File: src/rtl/ppm_pkg.sv
package ppm_pkg;

    // Widest symbol any instance may use; narrower symbols zero-extend.
    localparam int unsigned SYM_MAX = 8;

    typedef logic [SYM_MAX-1:0] sym_value_t;

    // A symbol plus a flag saying whether it carries data.
    typedef struct packed {
        logic       valid;
        sym_value_t value;
    } sym_word_t;

    // What the hold stage does on a given clock edge.
    typedef enum logic [2:0] {
        HOLD_KEEP,
        HOLD_STASH,
        HOLD_LOAD_FRESH,
        HOLD_LOAD_PENDING,
        HOLD_LOAD_EMPTY
    } hold_action_e;

    // Clocks between input bits that keep input and frame rates equal.
    function automatic int unsigned clocks_per_bit(input int unsigned sym_bits);
        return (32'd1 << sym_bits) / sym_bits;
    endfunction

endpackage

File: src/rtl/ppm_slot_counter.sv
module ppm_slot_counter #(
    parameter int unsigned SYM_BITS = 4
) (
    input  logic                clk,
    input  logic                rst,
    output logic [SYM_BITS-1:0] slot,
    output logic                last_slot,
    output logic                first_slot
);

    logic [SYM_BITS-1:0] slot_q;

    always_ff @(posedge clk) begin
        if (rst) begin
            slot_q <= '0;
        end else begin
            slot_q <= slot_q + 1'b1;
        end
    end

    assign slot       = slot_q;
    assign last_slot  = &slot_q;
    assign first_slot = (slot_q == '0);

endmodule

File: src/rtl/ppm_deserializer.sv
module ppm_deserializer
    import ppm_pkg::*;
#(
    parameter int unsigned SYM_BITS = 4
) (
    input  logic      clk,
    input  logic      rst,
    input  logic      bit_in,
    input  logic      bit_valid,
    output sym_word_t fresh
);

    localparam int unsigned CW = $clog2(SYM_BITS);

    logic [SYM_BITS-1:0] shift_q;
    logic [CW-1:0]       count_q;
    logic                group_done;
    logic [SYM_BITS-1:0] assembled;

    // Bits enter at the top and move down, so the first bit ends at bit 0.
    assign assembled  = {bit_in, shift_q[SYM_BITS-1:1]};
    assign group_done = bit_valid && (count_q == CW'(SYM_BITS - 1));

    always_ff @(posedge clk) begin
        if (rst) begin
            shift_q <= '0;
            count_q <= '0;
        end else if (bit_valid) begin
            shift_q <= assembled;
            count_q <= group_done ? '0 : count_q + 1'b1;
        end
    end

    always_comb begin
        fresh.valid = group_done;
        fresh.value = SYM_MAX'(assembled);
    end

endmodule

File: src/rtl/ppm_symbol_hold.sv
module ppm_symbol_hold
    import ppm_pkg::*;
#(
    parameter int unsigned SYM_BITS = 4
) (
    input  logic      clk,
    input  logic      rst,
    input  logic      boundary,
    input  sym_word_t fresh,
    output sym_word_t held
);

    sym_word_t    pending_q;
    sym_word_t    held_q;
    hold_action_e action;

    always_comb begin
        if (boundary) begin
            if (fresh.valid) begin
                action = HOLD_LOAD_FRESH;
            end else if (pending_q.valid) begin
                action = HOLD_LOAD_PENDING;
            end else begin
                action = HOLD_LOAD_EMPTY;
            end
        end else if (fresh.valid) begin
            action = HOLD_STASH;
        end else begin
            action = HOLD_KEEP;
        end
    end

    always_ff @(posedge clk) begin
        if (rst) begin
            pending_q <= '0;
            held_q    <= '0;
        end else begin
            unique case (action)
                HOLD_STASH: begin
                    pending_q <= fresh;
                end
                HOLD_LOAD_FRESH: begin
                    held_q          <= fresh;
                    pending_q.valid <= 1'b0;
                end
                HOLD_LOAD_PENDING: begin
                    held_q          <= pending_q;
                    pending_q.valid <= 1'b0;
                end
                HOLD_LOAD_EMPTY: begin
                    held_q.valid <= 1'b0;
                end
                default: begin
                end
            endcase
        end
    end

    assign held = held_q;

endmodule

File: src/rtl/ppm_modulator.sv
module ppm_modulator
    import ppm_pkg::*;
#(
    parameter int unsigned SYM_BITS = 4
) (
    input  logic clk,
    input  logic rst,
    input  logic bit_in,
    input  logic bit_valid,
    output logic ppm_out,
    output logic frame_start
);

    localparam int unsigned SLOTS = 1 << SYM_BITS;

    logic [SYM_BITS-1:0] slot;
    logic                last_slot;
    logic                first_slot;
    sym_word_t           fresh;
    sym_word_t           held;
    sym_value_t          held_value;
    logic                held_valid;

    ppm_slot_counter #(.SYM_BITS(SYM_BITS)) u_counter (
        .clk        (clk),
        .rst        (rst),
        .slot       (slot),
        .last_slot  (last_slot),
        .first_slot (first_slot)
    );

    ppm_deserializer #(.SYM_BITS(SYM_BITS)) u_deser (
        .clk       (clk),
        .rst       (rst),
        .bit_in    (bit_in),
        .bit_valid (bit_valid),
        .fresh     (fresh)
    );

    ppm_symbol_hold #(.SYM_BITS(SYM_BITS)) u_hold (
        .clk      (clk),
        .rst      (rst),
        .boundary (last_slot),
        .fresh    (fresh),
        .held     (held)
    );

    assign held_value  = held.value;
    assign held_valid  = held.valid;
    assign ppm_out     = held_valid && (SYM_MAX'(slot) == held_value);
    assign frame_start = first_slot;

endmodule

File: config.mk
export PLATFORM = sky130hd
export DESIGN_NAME = ppm_modulator
export DESIGN_NICKNAME = d
export VERILOG_FILES = /design/src/rtl/ppm_pkg.sv /design/src/rtl/ppm_slot_counter.sv /design/src/rtl/ppm_deserializer.sv /design/src/rtl/ppm_symbol_hold.sv /design/src/rtl/ppm_modulator.sv
export SDC_FILE = /design/constraint.sdc
export NUM_CORES = 1
export LEC_CHECK = 0
export BUFFER_PORTS_ARGS = -buffer_cell sky130_fd_sc_hd__buf_2
export CAP_MARGIN = 0
export CORE_MARGIN = 4
export CORE_UTILIZATION = 51
export CTS_CLUSTER_SIZE = 8
export DETAILED_ROUTE_END_ITERATION = 10
export GPL_TIMING_DRIVEN = 0
export HOLD_SLACK_MARGIN = 0.15
export MAX_ROUTING_LAYER = met4
export PLACE_DENSITY = 0.69
export RECOVER_POWER = 100
export SLEW_MARGIN = 20
export SYNTH_ARGS = -nofsm -noshare
export SYNTH_HDL_FRONTEND = slang
export SYNTH_SLANG_ARGS = --single-unit
File: constraint.sdc
create_clock -name clk -period 1.7 [get_ports clk]
set_clock_uncertainty 0.1 [all_clocks]
set_input_delay 0.255 -clock clk [delete_from_list [all_inputs] [get_ports clk]]
set_output_delay 0.255 -clock clk [all_outputs]
set_load 0.02 [all_outputs]
After elaboration in Yosys (flattened, before gate mapping)
Cells that the tools add are included.
Widths: inputs -> output; s select.
{ "op_classes": {"addsub": 2, "n_mul": 0, "n_div": 0, "magnitude_cmp": 0, "n_eq_ne": 6, "n_shift": 0, "mux": 8, "bitwise_logic": 0, "reduce_logical": 8} }
{ "ops": {"columns": ["cell", "n"], "rows": [
  ["$pmux 8 s2", 1],
  ["$mux 3", 3],
  ["$eq 4x8->1", 1],
  ["$eq 3x2->1 const B", 2],
  ["$add 4x1->4 const B", 1],
  ["$logic_not 4->1", 1],
  ["$reduce_and 4->1", 1],
  ["$reduce_bool 2->1", 2],
  ["$eq 3x1->1 const B", 1],
  ["$eq 3x3->1 const B", 1],
  ["$pmux 1 s3", 1],
  ["$reduce_bool 3->1", 1],
  ["$add 2x1->2 const B", 1],
  ["$eq 2x2->1 const B", 1],
  ["$logic_and 1x1->1", 2],
  ["$mux 2", 1],
  ["$pmux 1 s2", 1],
  ["$reduce_or 2->1", 1],
  ["$mux 1", 1]
]} }
{ "totals": {"ff_bits": 24, "latchBits": 0, "ramBits": 0, "romBits": 0, "memories": 0} }

Depth between registers and ports, before layout
Gate-level depths: netlist of the first run.
{ "depth": {"ltp_word": 7, "depth_mapped": 5, "depth_no_buf": 4} }

By module
Synthesis of the first run repeated with hierarchy kept, for this count alone.
{ "hier_totals": {"cells_unflattened": 131, "area_unflattened_um2": 1273.7} }
{ "modules_own_cells": {"columns": ["mod", "n_inst", "cells_per_inst", "area_each_um2"], "rows": [
  ["ppm_symbol_hold", 1, 80, 770.7],
  ["ppm_deserializer", 1, 26, 254.0],
  ["ppm_slot_counter", 1, 18, 185.2],
  ["ppm_modulator", 1, 7, 63.8]
]} }

Worst setup path after synthesis of the first run
Ideal clock, no wire load.
{ "synth_timing": {"path_kind": "register -> output", "start": "reg u_counter.slot_q[0] (netlist: u_counter.slot[0])", "end": "out ppm_out", "arrival_time_ps": 1188, "required_time_ps": 1345, "path_slack_ps": 157, "path_stages_with_launch": 4, "path_buffers": 0, "cell_sequence": "dfxtp_1 > xnor2_1 > nand2_1 > nor4_1"} }
{ "synth_via": {"elab_chain_cells": 2} }
{ "synth_rtl": {"columns": ["element", "line_no", "text"], "rows": [
  ["from (decl)", "ppm_slot_counter.sv:11", "logic [SYM_BITS-1:0] slot_q;"],
  ["from (signal assigned)", "ppm_slot_counter.sv:17", "slot_q <= slot_q + 1'b1;"],
  ["$eq 4x8->1", "ppm_modulator.sv:50", "assign ppm_out = held_valid && (SYM_MAX'(slot) == held_value);"],
  ["$logic_and 1x1->1", "ppm_modulator.sv:50", null],
  ["to (decl)", "ppm_modulator.sv:10", "output logic ppm_out,"]
]} }
Every way passes these cells.

Final worst setup path of the first run
{ "layout_timing": {"start": "reg u_counter.slot_q[1] (netlist: u_counter.slot[1])", "end": "out ppm_out"} }
Same word-level chain as after synthesis.

==> results.json, run 1 <==
{
  "wl_per_cell_um": 12.5,
  "place_area_um2": 945,
  "overflow": 0,
  "syn_avg_cell_area_um2": 10.1,
  "gp_congestion": 0.707,
  "drive_gt1_frac": 0.206,
  "synth_area_leader_cell": "dfxtp_1",
  "synth_cells": 89,
  "num_antenna_cells": 0,
  "port_buffers": 3,
  "leakage_uw": 0.000397,
  "syn_nets": 96,
  "cts_setup_buffers": 0,
  "area_growth_pct": 7.09,
  "synth-async-reset-ratio": 0,
  "clock-sinks": 19,
  "maxSlewViolCount": 0,
  "cts_buffer_depth": 2,
  "clkLatencyLatePin_ns": 0.29,
  "seq_area_frac_synth": 0.423,
  "dr.pass1.iters": 4,
  "synth_top_family_by_area": "simple AND/OR/NAND/NOR gates",
  "drv_cap": 0,
  "rsz0062_at_grt": "false",
  "die_h_um": 50,
  "cp_cell_sequence": "xor2_1 > nor4_2 > buf_2",
  "critPathArrivalTime_ns": 1.25,
  "drt_iter0_markers": 7,
  "holdPathEnd": "u_deser.shift_q[1]",
  "netlist_area_um2": 900,
  "powerDensity_mw_per_mm2": 797,
  "stdcell_area_um2": 963,
  "p_sw_uw": 185,
  "synth_xor_xnor_area_share": 0.0584,
  "drc_errors": 0,
  "numCtsBuffers": 3,
  "grt_max_degree": 11,
  "pwr-share-comb": 0.089,
  "crit_fanout": 4,
  "rr_startpoint": "u_counter.slot[1]",
  "status": "complete, no violations",
  "max_freq_ghz": 0.625,
  "die-area_mm2": 0.00250,
  "endpoint_kind": "output port",
  "min_period_ns": 1.60,
  "worstMarginPinSlew_ns": 0.494,
  "vias": 612,
  "ir_drop_uv": 691,
  "reg2reg_depth": 5,
  "antenna_found_initial": 0,
  "setup_violations": 0,
  "synth_seq_cells": 19,
  "setup.worst_path.start": "u_counter.slot[1]",
  "slew_headroom": 0.671,
  "cp_slowest_stage_delay_ns": 0.36,
  "synth_top_cells_by_count": "dfxtp_1 (19), nor2_1 (10), mux2i_1 (9), inv_1 (6)",
  "yosysTopAreaCellShare": 0.423,
  "rows": 14,
  "synth_edf_count": 0,
  "cts_tree": "done",
  "root_buffer": "clkbuf_4",
  "hold_viol_final": 0,
  "synth_cell_types": 28,
  "core_area_mm2": 0.00159,
  "ant_nets": 0,
  "muxShareOfSynthArea": 0.100,
  "synth_compound_area_frac": 0.139,
  "ctsHtreeMaxLevel": 1,
  "min_path_type": "input port to register",
  "vias_per_cell": 5.06,
  "p_int_uw": 582,
  "initial_core_util": 0.564,
  "fin_crit_sh": 0.942,
  "reg2reg_slack_ns": 0.18,
  "utilization": 0.604,
  "hp-start": "bit_valid",
  "synth_area_leaders": "dfxtp_1 (42%), mux2i_1 (10%), a221oi_2 (6.7%), ha_1 (4.2%), nor2_1 (4.2%)",
  "min_delay_path_depth": 3,
  "worstReg2RegEnd": "u_hold.pending_q[2]",
  "synth-adder-area-share": 0.0417,
  "critical_path_required_ns": 1.34,
  "fp.dieW_um": 50,
  "dp_hpwl_mm": 1.05,
  "yosys.area_share.simple": 0.178,
  "cp_slowest_cell": "dfxtp_1",
  "seqPwrFrac": 0.618,
  "final.setup.tns_ns": 0,
  "routed_wl_mm": 1.51,
  "p_total_uw": 768,
  "worstSetupPathType": "register to output port",
  "grt_pass1_wl_mm": 2.67,
  "ioPinCount": 6,
  "yosys.cell_count.top_type": "dfxtp_1",
  "clk_pin_slew_ns": 0.11,
  "pwr-share-clk": 0.294,
  "fill_cells": 151,
  "grt_util_all_layers": 0.143,
  "synth-main-ff-cell": "dfxtp_1",
  "ys.warnings.count": 0,
  "p_sw_frac": 0.242,
  "cp-start-kind": "register",
  "first_global_vias": 603,
  "layout.nets": 105
}
## state kept, by name, indices dropped and copies added (netlist names)
name and cells:
u_counter.slot 4, u_deser.count_q 2, u_deser.shift_q 3, u_hold.held 5, u_hold.pending_q 5
## how the worst max path moves through the flow
stage                                      to  depth (start not counted)
after floorplan                       ppm_out                          3
after global placement    u_hold.pending_q[1]                          5
after detailed placement  u_hold.pending_q[1]                          5
after CTS                             ppm_out                          4
after global routing                  ppm_out                          3
final                                 ppm_out                          3
## placed cells by master (no fill, tap or decap), drive strengths merged
cell type,instances
nor3,1
nor4,1
xor2,4
dlygate4sd3,1
and2,1
nor2,10
buf,3
a21oi,5
xnor2,2
nand3,1
nand2b,5
nor2b,1
dfxtp,19
nand3b,4
inv,6
nand2,2
o21ai,5
ha,3
clkbuf,8
a221oi,4
mux2i,9
and3,1
nor3b,1
## layer usage
metal / wire, um / vias up / GRT usage
li1: - / 321 / -
met1: 781 / 286 / 0.188
met2: 690 / 3 / 0.215
met3: 25 / 2 / 0.0361
met4: 13 / 0 / 0.0415
met5: 0 / - / -
## kinds of logic after synthesis
| kind of cell | Yosys count |
|---|---|
| AOI/OAI and AO/OA | 14 |
| xor gates and xnor gates | 6 |
| adders and majority gates | 3 |
| buffers and inverters | 10 |
| DFF | 19 |
| muxes | 9 |
| and+or+nand+nor | 28 |
## through the flow
step,instances,setup WS [ns],hold WS (ns)
6_report,121,0.0994,0.155
5_1_grt,121,0.0140,0.177
4_1_cts,121,0.0467,0.153
3_5_place_dp,116,0.239,0.363
3_3_place_gp,116,0.264,0.358
2_1_floorplan,89,0.157,0.302
## critical path, delay by kind of cell (launching register included)
kind / cells / cell delay [ns]
xor gates and xnor gates: 1 / 0.15
buffers and inverters: 1 / 0.20
DFF: 1 / 0.36
and+or+nand+nor: 1 / 0.25
## final cells by class
type                    instances  area (um2)  share of cell area
multi-input cells              60         452               0.469
flip-flops and latches         19         384               0.399
well taps                      24        30.0              0.0312
clock buffers                   4        26.3              0.0273
repair buffers                  4        25.0              0.0260
plain buffers                   4        23.8              0.0247
inverters                       6        22.5              0.0234
## power by group through the flow
stage,sequential [uW],combinational [uW],clock (uW)
3_3_place_gp,483,65.4,0
5_1_grt,477,78.3,255
2_1_floorplan,480,53.9,0
6_report,474,68.3,225
3_5_place_dp,484,67.9,0
4_1_cts,474,70.2,234
## timing repair
item                                    CTS  global route
hold buffers                              1             0
endpoints found under the setup margin    0             1
endpoints found under the hold margin     2             0
resized for setup                         0             4
Note: power is estimated with default switching activity, not from simulation.
==> inputs of run 2 (changes only) <==
--- a/config.mk
+++ b/config.mk
@@ -14,9 +14,10 @@
 export GPL_TIMING_DRIVEN = 0
 export HOLD_SLACK_MARGIN = 0.15
 export MAX_ROUTING_LAYER = met4
-export PLACE_DENSITY = 0.69
+export PLACE_DENSITY = 0.68
 export RECOVER_POWER = 100
 export SLEW_MARGIN = 20
 export SYNTH_ARGS = -nofsm -noshare
 export SYNTH_HDL_FRONTEND = slang
+export SYNTH_HIERARCHICAL = 1
 export SYNTH_SLANG_ARGS = --single-unit
==> constraint.sdc (replaced) <==
create_clock -name clk -period 1.69 [get_ports clk]
set_clock_uncertainty 0.1 [all_clocks]
set_input_delay 0.2535 -clock clk [delete_from_list [all_inputs] [get_ports clk]]
set_output_delay 0.2535 -clock clk [all_outputs]
set_load 0.02 [all_outputs]
==> run 2 against run 1 <==
Net effect:
- the run now ends with setup timing left
- hold slack better by 0.053 ns
- sequential power up 42%
- synthesized area up 42%
- utilization up 5.4 points
- via count up 54%
- combinational power up 51%
- critical endpoint unchanged
- die area up 34%
- global-route usage up 3.6 points
- register-to-register slack worse by 0.19 ns
- largest cell class unchanged
- clock power up 32%
==> results.json, run 2 <==
{
  "status": "finished with violations",
  "violations": "setup timing",
  "synth_top_cells_by_count": "dfxtp_1 (27), nor2b_1 (20), nor2_1 (17), mux2i_1 (12), nand2b_1 (9)",
  "endpoint_kind": "output port",
  "grt_max_degree": 18,
  "cts_buffer_depth": 2,
  "stdcell_area_mm2": 0.00151,
  "min_path_type": "input port to register",
  "die-area_mm2": 0.00336,
  "port_buffers": 4,
  "fp.dieW_um": 58.0,
  "synth_cells": 131,
  "ioPinCount": 6,
  "routed_wl_mm": 2.62,
  "synth_seq_cells": 27,
  "cp-start-kind": "register",
  "powerDensity_mw_per_mm2": 709,
  "ir_drop_uv": 743,
  "wl_per_cell_um": 14.8,
  "drv_cap": 0,
  "p_total_uw": 1070,
  "drc_errors": 0,
  "final_common_cell": "dfxtp_1",
  "core_area_mm2": 0.00230,
  "ant_nets": 0,
  "drive_gt1_frac": 0.248,
  "gp_congestion": 0.740,
  "cp_cell_sequence": "nor4_2 > nand4_1 > nor3_2 > buf_4",
  "rows": 17,
  "synth-async-reset-ratio": 0,
  "first_global_vias": 940,
  "seq_area_frac_synth": 0.424,
  "busiest_layer": "met2",
  "cp_slowest_stage_delay_ns": 0.36,
  "grt_pass1_wl_mm": 4.39,
  "layout.nets": 157,
  "dr.pass1.iters": 4,
  "clock-sinks": 27,
  "cp_slowest_cell": "dfxtp_2",
  "met1_usage": 0.223,
  "crit_fanout": 2,
  "ctsHtreeMaxLevel": 1,
  "fin_ws_ns": -0.0853,
  "vias": 942,
  "cp_num_buf_inv": 1,
  "synth-main-ff-cell": "dfxtp_1",
  "cpLargestDelayFamily": "simple AND/OR/NAND/NOR gates",
  "num_antenna_cells": 0,
  "place_area_mm2": 0.00134,
  "reg2reg_slack_ns": -0.01,
  "leakage_uw": 0.000646,
  "drt_iter0_markers": 80,
  "min_period_ns": 1.78,
  "root_buffer": "clkbuf_4",
  "rr_startpoint": "u_counter/slot[0]",
  "dp_cells": 166,
  "synth_edf_count": 0,
  "rsz0062_at_grt": "true",
  "layout_common_cells": "dfxtp_1 (21), nor2b_1 (19), nor2_1 (16)",
  "grt_use_met3": 0.0535,
  "synth_cell_types": 27,
  "setup_violations": 3,
  "syn_avg_cell_area_um2": 9.72,
  "cts_tree": "done",
  "maxSlewViolCount": 0,
  "setup.worst_path.start": "u_hold/held[6]",
  "reg2reg_depth": 5,
  "crit_cells": 4,
  "initial_core_util": 0.554,
  "numCtsBuffers": 3,
  "synth_area_leader_cell": "dfxtp_1",
  "ys.warnings.count": 6,
  "fin_crit_sh": 1.05,
  "worstSetupPathType": "register to output port",
  "instances_no_fill": 177,
  "grt_util_all_layers": 0.179,
  "hold_viol_final": 0,
  "dp_hpwl_mm": 1.64,
  "clkLatencyLatePin_ns": 0.34,
  "max_freq_ghz": 0.563,
  "globalRouteMet2Util": 0.285,
  "fill_cells": 188,
  "clk_pin_slew_ns": 0.14,
  "worstReg2RegEnd": "u_hold/held[2]",
  "netlist_area_mm2": 0.00127,
  "synth_area_leaders": "dfxtp_1 (42%), nor2b_1 (9.8%), mux2i_1 (9.4%), a222oi_1 (6.3%), nor2_1 (5.0%)",
  "yosysTopAreaCellShare": 0.424,
  "area_growth_pct": 18.8,
  "die_h_um": 58.0,
  "vias_per_cell": 5.32,
  "critPathCapture": "ppm_out",
  "final.setup.tns_ns": -0.0935,
  "antenna_found_initial": 0,
  "critPathArrivalTime_ns": 1.42,
  "critical_path_required_ns": 1.34,
  "overflow": 0,
  "yosys.cell_count.top_type": "dfxtp_1"
}
run 2: worst register-to-register path, cell delays in order, from the launching register on:
cell and delay [ns]:
dfxtp_4 0.41, ha_4 0.15, and3_4 0.21, or3b_1 0.36
buf_6 0.15, a222oi_1 0.23
run 2: kinds of logic (layout without fill, tap and decap cells):
| group | after synthesis | count (layout) | synth area share |
|---|---|---|---|
| adders and majority gates | 3 | 3 | 0.0295 |
| buffers and inverters | 16 | 31 | 0.0727 |
| other | 1 | 4 | 0.00294 |
| xor gates and xnor gates | 5 | 5 | 0.0344 |
| AOI/OAI and AO/OA | 10 | 10 | 0.0727 |
| and+or+nand+nor | 56 | 56 | 0.257 |
| DFF | 27 | 27 | 0.424 |
| muxes | 13 | 13 | 0.106 |
run 2: worst min-delay path by stage:
stage,startpoint,end,depth (start not counted)
final,rst,u_counter/slot[3],3
after global routing,rst,u_counter/slot[3],3
after CTS,rst,u_counter/slot[3],3
after detailed placement,u_deser/count_q[0],u_deser/count_q[0],2
after global placement,u_deser/count_q[0],u_deser/count_q[0],2
after floorplan,rst,u_counter/slot[0],1
run 2: what timing repair did:
action | 4_1_cts | 5_1_grt
endpoints found under the hold margin | 9 | 0
buffers inserted | 4 | 0
hold buffers | 4 | 0
cloned | 0 | 0
pin swaps | 7 | 8
setup endpoints to repair | 19 | 18
gates resized for setup | 26 | 10
run 2: final cells by class:
cell class                      count  area [um2]  area share
Buffer                             13        95.1      0.0629
Timing Repair Buffer               12        90.1      0.0596
Clock buffer                        3        22.5      0.0149
Inverter                            2        7.51     0.00496
Clock inverter                      1        8.76     0.00579
Tap cell                           28        35.0      0.0232
Multi-Input combinational cell     91         701       0.463
Sequential cell                    27         553       0.366
run 2: stage by stage:
stage	setup slack, ns	util	hold slack, ns
3_5_place_dp	-0.359	0.583	0.382
4_1_cts	-0.0713	0.658	0.188
3_3_place_gp	-0.302	0.583	0.370
6_report	-0.0853	0.658	0.208
2_1_floorplan	0.000955	-	0.220
5_1_grt	-0.212	0.658	0.204
run 2: layer usage:
layer	vias up	wire, um	share of wire
met5	-	0	0
met4	0	20	0.0076
met3	4	91	0.035
met2	13	1290	0.49
met1	447	1210	0.46
li1	478	-	-
run 2: power breakdown:
part | total [uW] | leakage, uW | switching, uW | internal, uW
clock network | 298 | 0.0000183 | 201 | 96.7
logic | 103 | 0.000406 | 46.9 | 56.4
registers | 671 | 0.000222 | 20.0 | 651
==> inputs of run 3 (changes only) <==
--- a/config.mk
+++ b/config.mk
@@ -7,6 +7,7 @@
 export LEC_CHECK = 0
 export BUFFER_PORTS_ARGS = -buffer_cell sky130_fd_sc_hd__buf_2
 export CAP_MARGIN = 0
+export CORE_ASPECT_RATIO = 0.6
 export CORE_MARGIN = 4
 export CORE_UTILIZATION = 51
 export CTS_CLUSTER_SIZE = 8
@@ -16,7 +17,6 @@
 export MAX_ROUTING_LAYER = met4
 export PLACE_DENSITY = 0.68
 export RECOVER_POWER = 100
-export SLEW_MARGIN = 20
 export SYNTH_ARGS = -nofsm -noshare
 export SYNTH_HDL_FRONTEND = slang
 export SYNTH_HIERARCHICAL = 1
==> run 3 against run 2 <==
Net effect:
- the flow now finishes without violations
- non-clock buffer count is 3 lower
- first-iteration DRC count is 33% lower
- cell area increased by 1.3%
- largest power group unchanged
==> results.json, run 3 (synthesis results as in run 2) <==
{
  "status": "complete, no violations",
  "rsz0062_at_grt": "true",
  "fin_crit_sh": 0.987,
  "root_buffer": "clkbuf_8",
  "critPathCapture": "u_hold/pending_q[7]",
  "multiInputGateArea_um2": 721,
  "rr_startpoint": "u_counter/slot[0]",
  "worstMarginPinSlew_ns": 0.513,
  "min_path_type": "input port to register",
  "place_ws_ns": -0.379,
  "layout.nets": 154,
  "drt_iter0_markers": 54,
  "die_h_um": 46.7,
  "drive_gt1_frac": 0.301,
  "final_common_cell": "dfxtp_1",
  "drc_errors": 0,
  "reg2reg_slack_ns": 0.02,
  "cpMostUsedCell": "buf_4",
  "overflow": 0,
  "ant_nets": 0,
  "cp_cell_sequence": "ha_4 > and3_4 > buf_4 > nor2b_2 > buf_4 > mux2i_1 > nor2_1",
  "fp.dieW_um": 72.5,
  "cts_buffer_depth": 2,
  "initial_core_util": 0.563,
  "wl_per_cell_um": 14.8,
  "fin_ws_ns": 0.0221,
  "setup_violations": 0,
  "layout_common_cells": "dfxtp_1 (20), nor2b_1 (19), nor2_1 (16)",
  "port_buffers": 4,
  "crit_fanout": 8,
  "reg2reg_depth": 7,
  "powerDensity_mw_per_mm2": 756,
  "critPathArrivalTime_ns": 1.72,
  "cp_slowest_stage_delay_ns": 0.37,
  "slew_headroom": 0.658,
  "place_area_mm2": 0.00134,
  "cts_tree": "done",
  "ctsHtreeMaxLevel": 1,
  "vias": 922,
  "cp_slowest_cell": "dfxtp_4",
  "ir_drop_uv": 417,
  "fill_cells": 174,
  "critical_path_required_ns": 1.74,
  "core_area_mm2": 0.00226,
  "rows": 13,
  "worstSetupPathType": "register to register",
  "drv_cap": 0,
  "utilization": 0.678,
  "clock-sinks": 27,
  "first_global_vias": 875,
  "antenna_found_initial": 0,
  "gp_congestion": 0.772,
  "min_period_ns": 1.67,
  "vias_per_cell": 5.24,
  "setup.worst_path.start": "u_counter/slot[0]",
  "die-area_mm2": 0.00339,
  "max_freq_ghz": 0.600,
  "grt_pass1_wl_mm": 4.22,
  "leakage_uw": 0.000659,
  "crit_cells": 7,
  "area_growth_pct": 20.3,
  "routed_wl_mm": 2.61,
  "hold_viol_final": 0,
  "dr.pass1.iters": 4,
  "grt_max_degree": 15,
  "dp_hpwl_mm": 1.64,
  "clkLatencyLatePin_ns": 0.28,
  "regArea_um2": 554,
  "grt_util_all_layers": 0.176,
  "numCtsBuffers": 3,
  "cp-start-kind": "register",
  "maxSlewViolCount": 0,
  "ioPinCount": 6,
  "worstReg2RegEnd": "u_hold/pending_q[7]",
  "cp_num_buf_inv": 2,
  "clk_pin_slew_ns": 0.09,
  "num_antenna_cells": 0,
  "cpLargestDelayFamily": "flip-flops",
  "stdcell_area_mm2": 0.00153,
  "endpoint_kind": "register"
}
## run 3: cell types whose count changed in the layout (fill, tap and decap cells not counted), sizes merged
cell | previous run | this run
inv | 3 | 2
clkbuf | 11 | 8
dlygate4sd3 | 4 | 1
buf | 13 | 17
## run 3: timing repair
item,CTS,global route
gates resized for setup,22,19
endpoints found under the setup margin,18,18
hold endpoints to repair,1,0
pin swaps,8,4
buffers inserted,3,2
hold buffers,1,0
## run 3: final cells by class
type | count | share of cell area
Clock buffer | 4 | 0.0294
Timing Repair Buffer | 10 | 0.0547
Multi-Input combinational cell | 91 | 0.470
Inverter | 2 | 0.00490
Tap cell | 30 | 0.0245
Sequential cell | 27 | 0.362
Buffer | 12 | 0.0547
## run 3: worst min path at each step
stage | from | to | slack (ns) | cells past startpoint
finish | bit_valid | u_deser/count_q[1] | 0.16 | 3
global route | bit_valid | u_deser/shift_q[1] | 0.16 | 3
CTS | bit_valid | u_deser/shift_q[3] | 0.16 | 3
detailed placement | u_hold/held[5] | u_hold/held[5] | 0.38 | 2
global placement | u_deser/count_q[0] | u_deser/count_q[0] | 0.37 | 2
floorplan | rst | u_counter/slot[0] | 0.22 | 1
## run 3: layer usage
metal  share of wire  global-route usage
met5               0                   -
met4           0.013              0.0662
met3           0.065              0.0523
met2            0.41               0.241
met1            0.51               0.244
## run 3: tightest hold or removal path: stages
cell and delay, ns:
buf_6 0.10, mux2i_1 0.07, nor2_1 0.07
## run 3: where the power goes
group          total [uW]  internal [uW]  switching, uW
combinational         125           70.2           54.4
clock                 367            169            197
sequential            668            651           17.2
total                1160            890            269
## run 3: through the flow
stage	TNS, ns	total power (uW)	hold WS, ns	std cells
finish	0	1160	0.163	176
global route	-0.336	1210	0.158	176
CTS	-0.00722	1140	0.158	175
detailed placement	-4.94	765	0.378	168
global placement	-3.89	763	0.368	168
floorplan	0	742	0.220	134
